## config.mk

```make
export PLATFORM = sky130hd
export DESIGN_NAME = mvs_addr_selector
export DESIGN_NICKNAME = d
export VERILOG_FILES = /design/src/rtl/mvs_pkg.sv /design/src/rtl/mvs_digit_match.sv /design/src/rtl/mvs_prio_gate.sv /design/src/rtl/mvs_entry_bank.sv /design/src/rtl/mvs_addr_selector.sv
export SDC_FILE = /design/constraint.sdc
export NUM_CORES = 1
export LEC_CHECK = 0
export BUFFER_PORTS_ARGS = -buffer_cell sky130_fd_sc_hd__buf_2
export CAP_MARGIN = 0
export CORE_ASPECT_RATIO = 1.5
export CORE_MARGIN = 2
export CORE_UTILIZATION = 30
export CTS_CLUSTER_DIAMETER = 150
export DETAILED_ROUTE_END_ITERATION = 8
export PLACE_DENSITY = 0.49
export SLEW_MARGIN = 5
export SYNTH_ARGS = -nofsm -noshare
export SYNTH_HDL_FRONTEND = slang
export SYNTH_SLANG_ARGS = --single-unit
```

## constraint.sdc

```tcl
create_clock -name clk -period 16.9 [get_ports clk]
set_clock_uncertainty 0.2 [all_clocks]
set_input_delay 3.38 -clock clk [delete_from_list [all_inputs] [get_ports clk]]
set_output_delay 3.38 -clock clk [all_outputs]
set_load 0.01 [all_outputs]
```

## src/rtl/mvs_pkg.sv

```systemverilog
package mvs_pkg;

    // Variant of the per-digit match operator.
    typedef enum logic {
        FORM_SPLIT  = 1'b0,  // match emits infimum, data enters the entry gate separately
        FORM_FOLDED = 1'b1   // match emits the data digit itself on a hit
    } match_form_e;

    // Bits needed to hold a value in 0..n-1, never less than one.
    function automatic int digit_bits(input int n);
        return (n <= 2) ? 1 : $clog2(n);
    endfunction

endpackage

```

## src/rtl/mvs_digit_match.sv

```systemverilog
module mvs_digit_match #(
    parameter  int RADIX = 4,
    localparam int DW    = mvs_pkg::digit_bits(RADIX)
) (
    input  logic [DW-1:0] digit_i,    // incoming address digit
    input  logic [DW-1:0] target_i,   // programmed digit
    input  logic [DW-1:0] hit_val_i,  // value sent on agreement
    input  logic [DW-1:0] sup_i,      // strongest digit of the entry gate
    output logic [DW-1:0] match_o
);

    always_comb begin
        if (digit_i == target_i) match_o = hit_val_i;
        else                     match_o = sup_i;
    end

endmodule

```

## src/rtl/mvs_prio_gate.sv

```systemverilog
module mvs_prio_gate #(
    parameter  int RADIX = 4,
    parameter  int NIN   = 2,
    localparam int DW    = mvs_pkg::digit_bits(RADIX)
) (
    input  logic [RADIX-1:0][DW-1:0] order_i,  // element k = digit of rank k
    input  logic [NIN-1:0][DW-1:0]   ins_i,
    output logic [DW-1:0]            out_o
);

    function automatic logic [DW-1:0] rank_of(input logic [RADIX-1:0][DW-1:0] ord,
                                              input logic [DW-1:0] d);
        logic [DW-1:0] r;
        r = '0;
        for (int k = 0; k < RADIX; k++) begin
            if (ord[k] == d) r = DW'(k);
        end
        return r;
    endfunction

    logic [DW-1:0] best_rank;

    always_comb begin
        best_rank = '0;
        for (int i = 0; i < NIN; i++) begin
            if (rank_of(order_i, ins_i[i]) > best_rank) best_rank = rank_of(order_i, ins_i[i]);
        end
        out_o = order_i[best_rank];
    end

endmodule

```

## src/rtl/mvs_entry_bank.sv

```systemverilog
module mvs_entry_bank #(
    parameter  int RADIX = 4,
    parameter  int NDIG  = 2,
    parameter  int NENT  = 5,
    localparam int DW    = mvs_pkg::digit_bits(RADIX),
    localparam int IW    = mvs_pkg::digit_bits(NENT)
) (
    input  logic                             clk,
    input  logic                             rst,
    input  logic                             load_en_i,
    input  logic [IW-1:0]                    load_idx_i,
    input  logic [NDIG-1:0][DW-1:0]          load_addr_i,
    input  logic [DW-1:0]                    load_data_i,
    output logic [NENT-1:0][NDIG-1:0][DW-1:0] ent_addr_o,
    output logic [NENT-1:0][DW-1:0]          ent_data_o,
    output logic [NENT-1:0]                  ent_live_o
);

    logic [NENT-1:0][NDIG-1:0][DW-1:0] addr_q;
    logic [NENT-1:0][DW-1:0]           data_q;
    logic [NENT-1:0]                   live_q;
    logic                              idx_ok;

    assign idx_ok = int'(load_idx_i) < NENT;

    always_ff @(posedge clk) begin
        if (rst) begin
            addr_q <= '0;
            data_q <= '0;
            live_q <= '0;
        end else if (load_en_i && idx_ok) begin
            addr_q[load_idx_i] <= load_addr_i;
            data_q[load_idx_i] <= load_data_i;
            live_q[load_idx_i] <= 1'b1;
        end
    end

    assign ent_addr_o = addr_q;
    assign ent_data_o = data_q;
    assign ent_live_o = live_q;

    // an accepted load is stored and visible one cycle later
    assert_load_write_R2: assert property (@(posedge clk) disable iff (rst)
        (load_en_i && idx_ok) |=>
            (live_q[$past(load_idx_i)] &&
             addr_q[$past(load_idx_i)] == $past(load_addr_i) &&
             data_q[$past(load_idx_i)] == $past(load_data_i)));

    // without an accepted load nothing in the bank moves
    assert_load_ignore_R2: assert property (@(posedge clk) disable iff (rst)
        (!(load_en_i && idx_ok)) |=>
            ($stable(live_q) && $stable(addr_q) && $stable(data_q)));

endmodule

```

## src/rtl/mvs_addr_selector.sv

```systemverilog
module mvs_addr_selector #(
    parameter  int                  RADIX = 4,
    parameter  int                  NDIG  = 2,
    parameter  int                  NENT  = 5,
    parameter  mvs_pkg::match_form_e FORM = mvs_pkg::FORM_SPLIT,
    localparam int                  DW    = mvs_pkg::digit_bits(RADIX),
    localparam int                  IW    = mvs_pkg::digit_bits(NENT)
) (
    input  logic                      clk,
    input  logic                      rst,
    input  logic [RADIX-1:0][DW-1:0]  order_i,
    input  logic [NDIG-1:0][DW-1:0]   addr_i,
    input  logic                      load_en_i,
    input  logic [IW-1:0]             load_idx_i,
    input  logic [NDIG-1:0][DW-1:0]   load_addr_i,
    input  logic [DW-1:0]             load_data_i,
    output logic [DW-1:0]             sel_o
);

    localparam bit FOLDED   = (FORM == mvs_pkg::FORM_FOLDED);
    localparam int GATE_NIN = FOLDED ? NDIG : NDIG + 1;

    logic [NENT-1:0][NDIG-1:0][DW-1:0] ent_addr;
    logic [NENT-1:0][DW-1:0]           ent_data;
    logic [NENT-1:0]                   ent_live;
    logic [NENT-1:0][DW-1:0]           ent_out;
    logic [RADIX-1:0][DW-1:0]          order_m;
    logic [DW-1:0]                     sup;

    assign sup = order_i[RADIX-1];

    mvs_entry_bank #(.RADIX(RADIX), .NDIG(NDIG), .NENT(NENT)) u_bank (
        .clk        (clk),
        .rst        (rst),
        .load_en_i  (load_en_i),
        .load_idx_i (load_idx_i),
        .load_addr_i(load_addr_i),
        .load_data_i(load_data_i),
        .ent_addr_o (ent_addr),
        .ent_data_o (ent_data),
        .ent_live_o (ent_live)
    );

    // Mirrored priority list for the merge gate.
    for (genvar k = 0; k < RADIX; k++) begin : g_mirror
        assign order_m[k] = order_i[RADIX-1-k];
    end

    for (genvar e = 0; e < NENT; e++) begin : g_entry
        logic [NDIG-1:0][DW-1:0]     mo;
        logic [GATE_NIN-1:0][DW-1:0] gin;
        logic [DW-1:0]               hit_val;
        logic [DW-1:0]               gate_out;

        if (FOLDED) begin : g_folded
            assign hit_val = ent_data[e];
            assign gin     = mo;
        end else begin : g_split
            assign hit_val = order_i[0];
            assign gin     = {ent_data[e], mo};
        end

        for (genvar j = 0; j < NDIG; j++) begin : g_dig
            mvs_digit_match #(.RADIX(RADIX)) u_match (
                .digit_i  (addr_i[j]),
                .target_i (ent_addr[e][j]),
                .hit_val_i(hit_val),
                .sup_i    (sup),
                .match_o  (mo[j])
            );
        end

        mvs_prio_gate #(.RADIX(RADIX), .NIN(GATE_NIN)) u_gate (
            .order_i(order_i),
            .ins_i  (gin),
            .out_o  (gate_out)
        );

        // An unloaded entry presents the value that the merge gate ignores.
        assign ent_out[e] = ent_live[e] ? gate_out : sup;
    end

    mvs_prio_gate #(.RADIX(RADIX), .NIN(NENT)) u_merge (
        .order_i(order_m),
        .ins_i  (ent_out),
        .out_o  (sel_o)
    );

    // ---------------- checker: independent view from stored entries ----------------
    function automatic int chk_rank(input logic [RADIX-1:0][DW-1:0] ord,
                                    input logic [DW-1:0] d);
        int r;
        r = 0;
        for (int k = 0; k < RADIX; k++) begin
            if (ord[k] == d) r = k;
        end
        return r;
    endfunction

    int            chk_hits;
    int            chk_best;
    logic          chk_m;
    logic [DW-1:0] chk_best_data;
    logic [DW-1:0] chk_last_data;

    always_comb begin
        chk_hits      = 0;
        chk_best      = RADIX;
        chk_best_data = '0;
        chk_last_data = '0;
        for (int e = 0; e < NENT; e++) begin
            chk_m = ent_live[e];
            for (int j = 0; j < NDIG; j++) begin
                if (addr_i[j] != ent_addr[e][j]) chk_m = 1'b0;
            end
            if (chk_m) begin
                chk_hits      = chk_hits + 1;
                chk_last_data = ent_data[e];
                if (chk_rank(order_i, ent_data[e]) < chk_best) begin
                    chk_best      = chk_rank(order_i, ent_data[e]);
                    chk_best_data = ent_data[e];
                end
            end
        end
    end

    // nothing matches, strongest digit of the list appears
    assert_miss_sup_R5: assert property (@(posedge clk) disable iff (rst)
        (chk_hits == 0) |-> (sel_o == order_i[RADIX-1]));

    // a lone match returns its own data
    assert_single_hit_R3: assert property (@(posedge clk) disable iff (rst)
        (chk_hits == 1) |-> (sel_o == chk_last_data));

    // among several matches the lowest-ranked data wins
    assert_lowest_rank_R7: assert property (@(posedge clk) disable iff (rst)
        (chk_hits > 1) |-> (sel_o == chk_best_data));

endmodule

```

==> flow_metrics.env, run 1 <==
export IMPL_status="finished clean"
export IMPL_ir_drop_mv=0.0720
export IMPL_p_sw_share_pct=40.5
export IMPL_antenna_found_initial=0
export IMPL_dr_wl_met2_mm=6.68
export IMPL_cts_tree="built"
export IMPL_cts_buffers=5
export IMPL_seq_area_frac_synth_pct=14.9
export IMPL_worstPathMaxFanout=13
export IMPL_power_frac_comb_pct=58.2
export IMPL_path_buf_inv=4
export IMPL_layout_commonest_cell="nor2_1"
export IMPL_io_pins=26
export IMPL_clock_fmax_mhz=61.8
export IMPL_grt_usage_pct=15.1
export IMPL_slew_limit_headroom_pct=57.9
export IMPL_rows=56
export IMPL_synth_area_um2=4690
export IMPL_ctsHoldBuffers=0
export IMPL_hold_viol=0
export IMPL_finalCritPeriodShare_pct=95.7
export IMPL_arrival_ns=12.60
export IMPL_critPathRequiredTime_ns=13.32
export IMPL_synth_edff_count=0
export IMPL_clk_pin_slew_ns=0.05
export IMPL_whs_endpoint="u_bank.ent_addr_o[4]"
export IMPL_synth_main_ff_cell="dfxtp_1"
export IMPL_fin_nets=646
export IMPL_grt_max_degree=36
export IMPL_first_pass_iters=4
export IMPL_crit_family="compound AO/OA/AOI/OAI gates"
export IMPL_p_per_area_nw_per_um2=82.3
export IMPL_cts_buffer_depth=2
export IMPL_cts_max_level=2
export IMPL_yosysTopAreaCellShare_pct=14.9
export IMPL_drt_met1_wl_mm=5.15
export IMPL_grt_pass1_vias=3992
export IMPL_hold_path_depth=2
export IMPL_syn_nets=633
export IMPL_total_power_uw=422
export IMPL_cap_violations=0
export IMPL_grt_overflow=0
export IMPL_crit_path_end_kind="primary output"
export IMPL_fp_dieH_um=157
export IMPL_post_cts_resized=0
export IMPL_synth_distinct_cells=84
export IMPL_core_area_um2=15500
export IMPL_wl_met3_um=276
export IMPL_rsz0062_at_grt="false"
export IMPL_setup_viol=0
export IMPL_async_flop_share_pct=0
export IMPL_internal_power_uw=251
export IMPL_avgSynthCellArea_um2=8.27
export IMPL_synth_warnings=0
export IMPL_switchingPower_uw=171
export IMPL_setup_slack_ns=0.723
export IMPL_area_delta_synth_final_pct=9.34
export IMPL_start_util_pct=30.3
export IMPL_r2r_start="u_bank.ent_live_o[3]"
export IMPL_tightestPinTransition_ns=0.632
export IMPL_cts_sinks=35
export IMPL_port_buffers=25
export IMPL_synth_seq_cells=35
export IMPL_drt_iter0_markers=128
export IMPL_grt_pass1_wl_mm=20.1
export IMPL_layout_cells_most_common_list="nor2_1 (65), xnor2_1 (56), nand2_1 (49), mux2i_1 (42), ha_1 (42)"
export IMPL_post_route_drc_count=0
export IMPL_tns_ns=0
export IMPL_dpl_worst_slack_ns=0.584
export IMPL_p_leak_nw=2.10
export IMPL_start_kind="input pin"
export IMPL_report_final_slew_viol_count=0
export IMPL_clkLatencyLatePin_ns=0.27
export IMPL_fin_crit_ns=16.18
export IMPL_regToRegEndpoint="u_bank.ent_live_o[3]"
export IMPL_cts_setup_buffers=0
export IMPL_clockRootBuffer="clkbuf_16"
export IMPL_place_hpwl_mm=9.78
export IMPL_yosys_top_cells_area="dfxtp_1 (15%), ha_1 (11%), xnor2_1 (10%)"
export IMPL_die_area_um2=16700
export IMPL_layout_drive_gt1_share_pct=16.4
export IMPL_path_class="input pin to primary output"
export IMPL_top_layer="met4"
export IMPL_critical_path_max_stage_delay_ns=0.43
export IMPL_finalWirelength_mm=12.3
export IMPL_place_congestion=0.807
export IMPL_syn_inst=567
export IMPL_dr_total_vias=3933
export IMPL_clkPwrFrac_pct=21.2
export IMPL_vias_per_cell=5.02
export IMPL_wl_per_cell_um=15.6
export IMPL_cpMostUsedCell="ha_1"
export IMPL_cp_slowest_cell="a311oi_1"
export IMPL_die_w_um=106
export IMPL_synth_top_cell_by_area="dfxtp_1"
export IMPL_rrSetupSlack_ns=15.73
export IMPL_antenna_left=0
export IMPL_diodes=0
export IMPL_holdCritPathClass="flop to flop"
export IMPL_worstRegToRegCells=2
export IMPL_hold_path_startpoint="u_bank.ent_addr_o[4]"
export IMPL_critical_path_startpoint="order_i[1]"
export IMPL_p_seq_share_pct=20.6
-- registers in the layout (all words and copies together), names as in the netlist --
name,count
u_bank.ent_addr_o,20
u_bank.ent_data_o,10
u_bank.ent_live_o,5
-- how the worst max path moves through the flow --
stage               endpoint  slack [ns]  cells past startpoint
floorplan           sel_o[0]        1.58                     41
global placement    sel_o[1]        0.90                     44
detailed placement  sel_o[0]        0.58                     42
CTS                 sel_o[0]        0.55                     43
global route        sel_o[0]        0.05                     45
finish              sel_o[0]        0.72                     43
-- tightest hold or removal path: cells and delay by family (launching register included) --
kind | cells | cell delay [ns]
and+or+nand+nor | 1 | 0.07
DFF | 1 | 0.33
muxes | 1 | 0.07
-- cell families after synthesis --
logic type | share of synthesized area [%]
AOI/OAI and AO/OA | 19.6
xor gates and xnor gates | 16.5
adders and majority gates | 11.2
buffers and inverters | 6.51
DFF | 14.9
muxes | 11.5
and+or+nand+nor | 19.7
-- area by class of cell --
| cell class | instances | area [µm²] |
|---|---|---|
| fill | 1629 | 10400 |
| timing repair buffer | 35 | 203 |
| clock inverter | 1 | 5.00 |
| inverter | 37 | 139 |
| sequential | 35 | 701 |
| multi-input combinational | 466 | 3690 |
| tap | 203 | 254 |
| clock buffer | 6 | 139 |
-- routing by layer --
layer  up-vias  track usage (%)
met5         -                0
met2        67             30.5
met4         0             3.57
met1      1871             16.7
met3         9             1.28
li1       1986                -
-- synthesized netlist by cell type (3+ instances only) --
cell	number
buf_2	4
inv_1	35
nor2_1	65
nor2b_1	9
o22ai_1	3
a211oi_1	8
nor4_2	3
buf_6	4
clkbuf_1	12
nand3_1	14
buf_1	3
or2_2	8
xnor2_1	56
o21ai_0	20
mux2i_1	43
a21o_1	3
a31oi_1	7
dfxtp_1	35
nand2_1	49
o21ai_1	4
and2_1	8
xor2_1	25
buf_4	6
o31ai_1	4
ha_1	42
nor3_1	8
o211ai_1	5
nand2b_1	3
a21oi_1	10
-- metrics by stage --
| stage | cell area (µm²) | cells | utilization [%] | hold WS [ns] |
|---|---|---|---|---|
| 2_1_floorplan | 4690 | 567 | - | 0.281 |
| 3_3_place_gp | 4980 | 776 | 32.1 | 0.295 |
| 3_5_place_dp | 4980 | 776 | 32.1 | 0.306 |
| 4_1_cts | 5120 | 783 | 33.1 | 0.318 |
| 5_1_grt | 5130 | 783 | 33.1 | 0.348 |
| 6_report | 5130 | 783 | 33.1 | 0.312 |
-- power by group through the flow --
stage	registers, mW	clock network, mW	logic [mW]
3_3_place_gp	0.0887	0	0.238
2_1_floorplan	0.0879	0	0.199
6_report	0.0871	0.0892	0.245
5_1_grt	0.0873	0.0962	0.273
3_5_place_dp	0.0887	0	0.247
4_1_cts	0.0870	0.0930	0.248
Note: power is estimated with default switching activity, not from simulation.
==> run 2, diff against run 1 <==
==> constraint.sdc (replaced) <==
create_clock -name clk -period 16.1 [get_ports clk]
set_clock_uncertainty 0.2 [all_clocks]
set_input_delay 3.22 -clock clk [delete_from_list [all_inputs] [get_ports clk]]
set_output_delay 3.22 -clock clk [all_outputs]
set_load 0.1 [all_outputs]
==> flow_metrics.env, run 2 (same netlist as run 1, synthesis figures left out) <==
export IMPL_status="finished clean"
export IMPL_grt_pass1_vias=4026
export IMPL_cts_tree="built"
export IMPL_clkLatencyLatePin_ns=0.28
export IMPL_clock_fmax_mhz=64.8
export IMPL_largest_reg_flops=20
export IMPL_die_area_um2=16700
export IMPL_power_frac_comb_pct=62.0
export IMPL_ir_drop_mv=0.0679
export IMPL_met2_usage_pct=28.8
export IMPL_p_sw_share_pct=42.9
export IMPL_grt_usage_pct=15.1
export IMPL_tns_ns=0
export IMPL_p_per_area_nw_per_um2=96.4
export IMPL_rsz0062_at_grt="false"
export IMPL_dr_total_vias=3989
export IMPL_tightestPinTransition_ns=0.662
export IMPL_die_w_um=106
export IMPL_fin_nets=650
export IMPL_wl_per_cell_um=15.6
export IMPL_dpl_worst_slack_ns=0.340
export IMPL_report_final_slew_viol_count=0
export IMPL_grt_max_degree=36
export IMPL_rrSetupSlack_ns=14.91
export IMPL_hold_viol=0
export IMPL_use_met1_pct=16.4
export IMPL_area_delta_synth_final_pct=11.3
export IMPL_p_leak_nw=2.14
export IMPL_cp_slowest_cell="mux4_2"
export IMPL_fin_crit_ns=15.44
export IMPL_port_buffers=25
export IMPL_layout_commonest_cell="nor2_1"
export IMPL_io_pins=26
export IMPL_cts_buffers=5
export IMPL_layout_cells_most_common_list="nor2_1 (65), xnor2_1 (56), nand2_1 (49), mux2i_1 (42), ha_1 (42)"
export IMPL_p_seq_share_pct=18.2
export IMPL_antenna_left=0
export IMPL_worstRegToRegCells=2
export IMPL_gr_usage_met3_pct=1.33
export IMPL_fillers=1617
export IMPL_clockRootBuffer="clkbuf_16"
export IMPL_critical_path_max_stage_delay_ns=0.47
export IMPL_path_class="input pin to primary output"
export IMPL_cts_buffer_depth=2
export IMPL_grt_overflow=0
export IMPL_finalWirelength_mm=12.3
export IMPL_antenna_found_initial=1
export IMPL_rows=56
export IMPL_first_pass_iters=4
export IMPL_setup_slack_ns=0.659
export IMPL_total_power_uw=503
export IMPL_setup_viol=0
export IMPL_place_hpwl_mm=9.97
export IMPL_post_route_drc_count=0
export IMPL_cpMostUsedCell="ha_1"
export IMPL_worstPathMaxFanout=9
export IMPL_vias_per_cell=5.06
export IMPL_hold_path_startpoint="u_bank.ent_addr_o[18]"
export IMPL_arrival_ns=12.02
export IMPL_grt_pass1_wl_mm=20.0
export IMPL_switchingPower_uw=216
export IMPL_drt_iter0_markers=88
export IMPL_layout_drive_gt1_share_pct=17.6
export IMPL_crit_path_end_kind="primary output"
export IMPL_start_util_pct=30.3
export IMPL_start_kind="input pin"
export IMPL_finalCritPeriodShare_pct=95.9
export IMPL_whs_endpoint="u_bank.ent_addr_o[18]"
export IMPL_cap_violations=0
export IMPL_fp_dieH_um=157
export IMPL_clk_pin_slew_ns=0.05
export IMPL_r2r_start="u_bank.ent_live_o[3]"
export IMPL_internal_power_uw=287
export IMPL_hold_slack_ns=0.313
export IMPL_diodes=0
export IMPL_slew_limit_headroom_pct=55.4
export IMPL_regToRegEndpoint="u_bank.ent_live_o[3]"
export IMPL_place_congestion=0.814
export IMPL_grt_busiest_layer="met2"
export IMPL_cts_max_level=2
export IMPL_holdCritPathClass="flop to flop"
export IMPL_hold_path_depth=2
export IMPL_clkPwrFrac_pct=19.8
export IMPL_core_area_um2=15500
export IMPL_critPathRequiredTime_ns=12.68
export IMPL_cts_sinks=35
run 2: layout make-up:
type / count / area (µm²) / share of cell area, %
well taps: 203 / 254 / 4.87
repair buffers: 39 / 263 / 5.03
multi-input cells: 466 / 3710 / 71.0
clock buffers: 8 / 156 / 3.00
flip-flops and latches: 35 / 701 / 13.4
inverters: 37 / 139 / 2.66
run 2: power groups by stage:
stage	registers, mW	clock network (mW)	logic, mW
after floorplan	0.0923	0	0.242
after detailed placement	0.0932	0	0.310
final	0.0914	0.0999	0.312
after global placement	0.0931	0	0.304
after CTS	0.0913	0.103	0.312
after global routing	0.0916	0.106	0.342
run 2: worst max-delay path, delay by kind of cell:
kind / cells / cell delay (ns)
XOR/XNOR: 2 / 0.54
AO/OA/AOI/OAI: 21 / 3.83
AND/OR/NAND/NOR: 8 / 0.97
adder cells (fa/ha/maj): 6 / 1.58
multiplexers: 3 / 1.13
buffers and inverters: 5 / 0.68
run 2: how the worst max path moves through the flow:
stage / end / start / cells after the start / slack, ns
6_report: sel_o[1] / order_i[1] / 45 / 0.66
5_1_grt: sel_o[1] / order_i[1] / 45 / 0.01
4_1_cts: sel_o[1] / order_i[4] / 40 / 0.29
3_5_place_dp: sel_o[1] / order_i[4] / 40 / 0.34
3_3_place_gp: sel_o[1] / order_i[4] / 40 / 0.61
2_1_floorplan: sel_o[0] / order_i[5] / 41 / 0.85
run 2: routing by layer:
metal / up-vias / wire, µm
met4: 0 / 520
met5: - / 0
met3: 28 / 260
met1: 1886 / 5060
met2: 71 / 6440
li1: 2004 / -
run 2: per-stage QoR:
| step | utilization [%] | std cells | area, µm² |
|---|---|---|---|
| 2_1_floorplan | - | 567 | 4690 |
| 3_3_place_gp | 32.5 | 780 | 5040 |
| 3_5_place_dp | 32.5 | 780 | 5040 |
| 4_1_cts | 33.5 | 788 | 5190 |
| 5_1_grt | 33.7 | 788 | 5220 |
| 6_report | 33.7 | 788 | 5220 |
run 2: what timing repair did:
action,4_1_cts,5_1_grt
gates resized for setup,0,6
endpoints found under the setup margin,0,2
hold buffers,0,0
buffers inserted,0,0
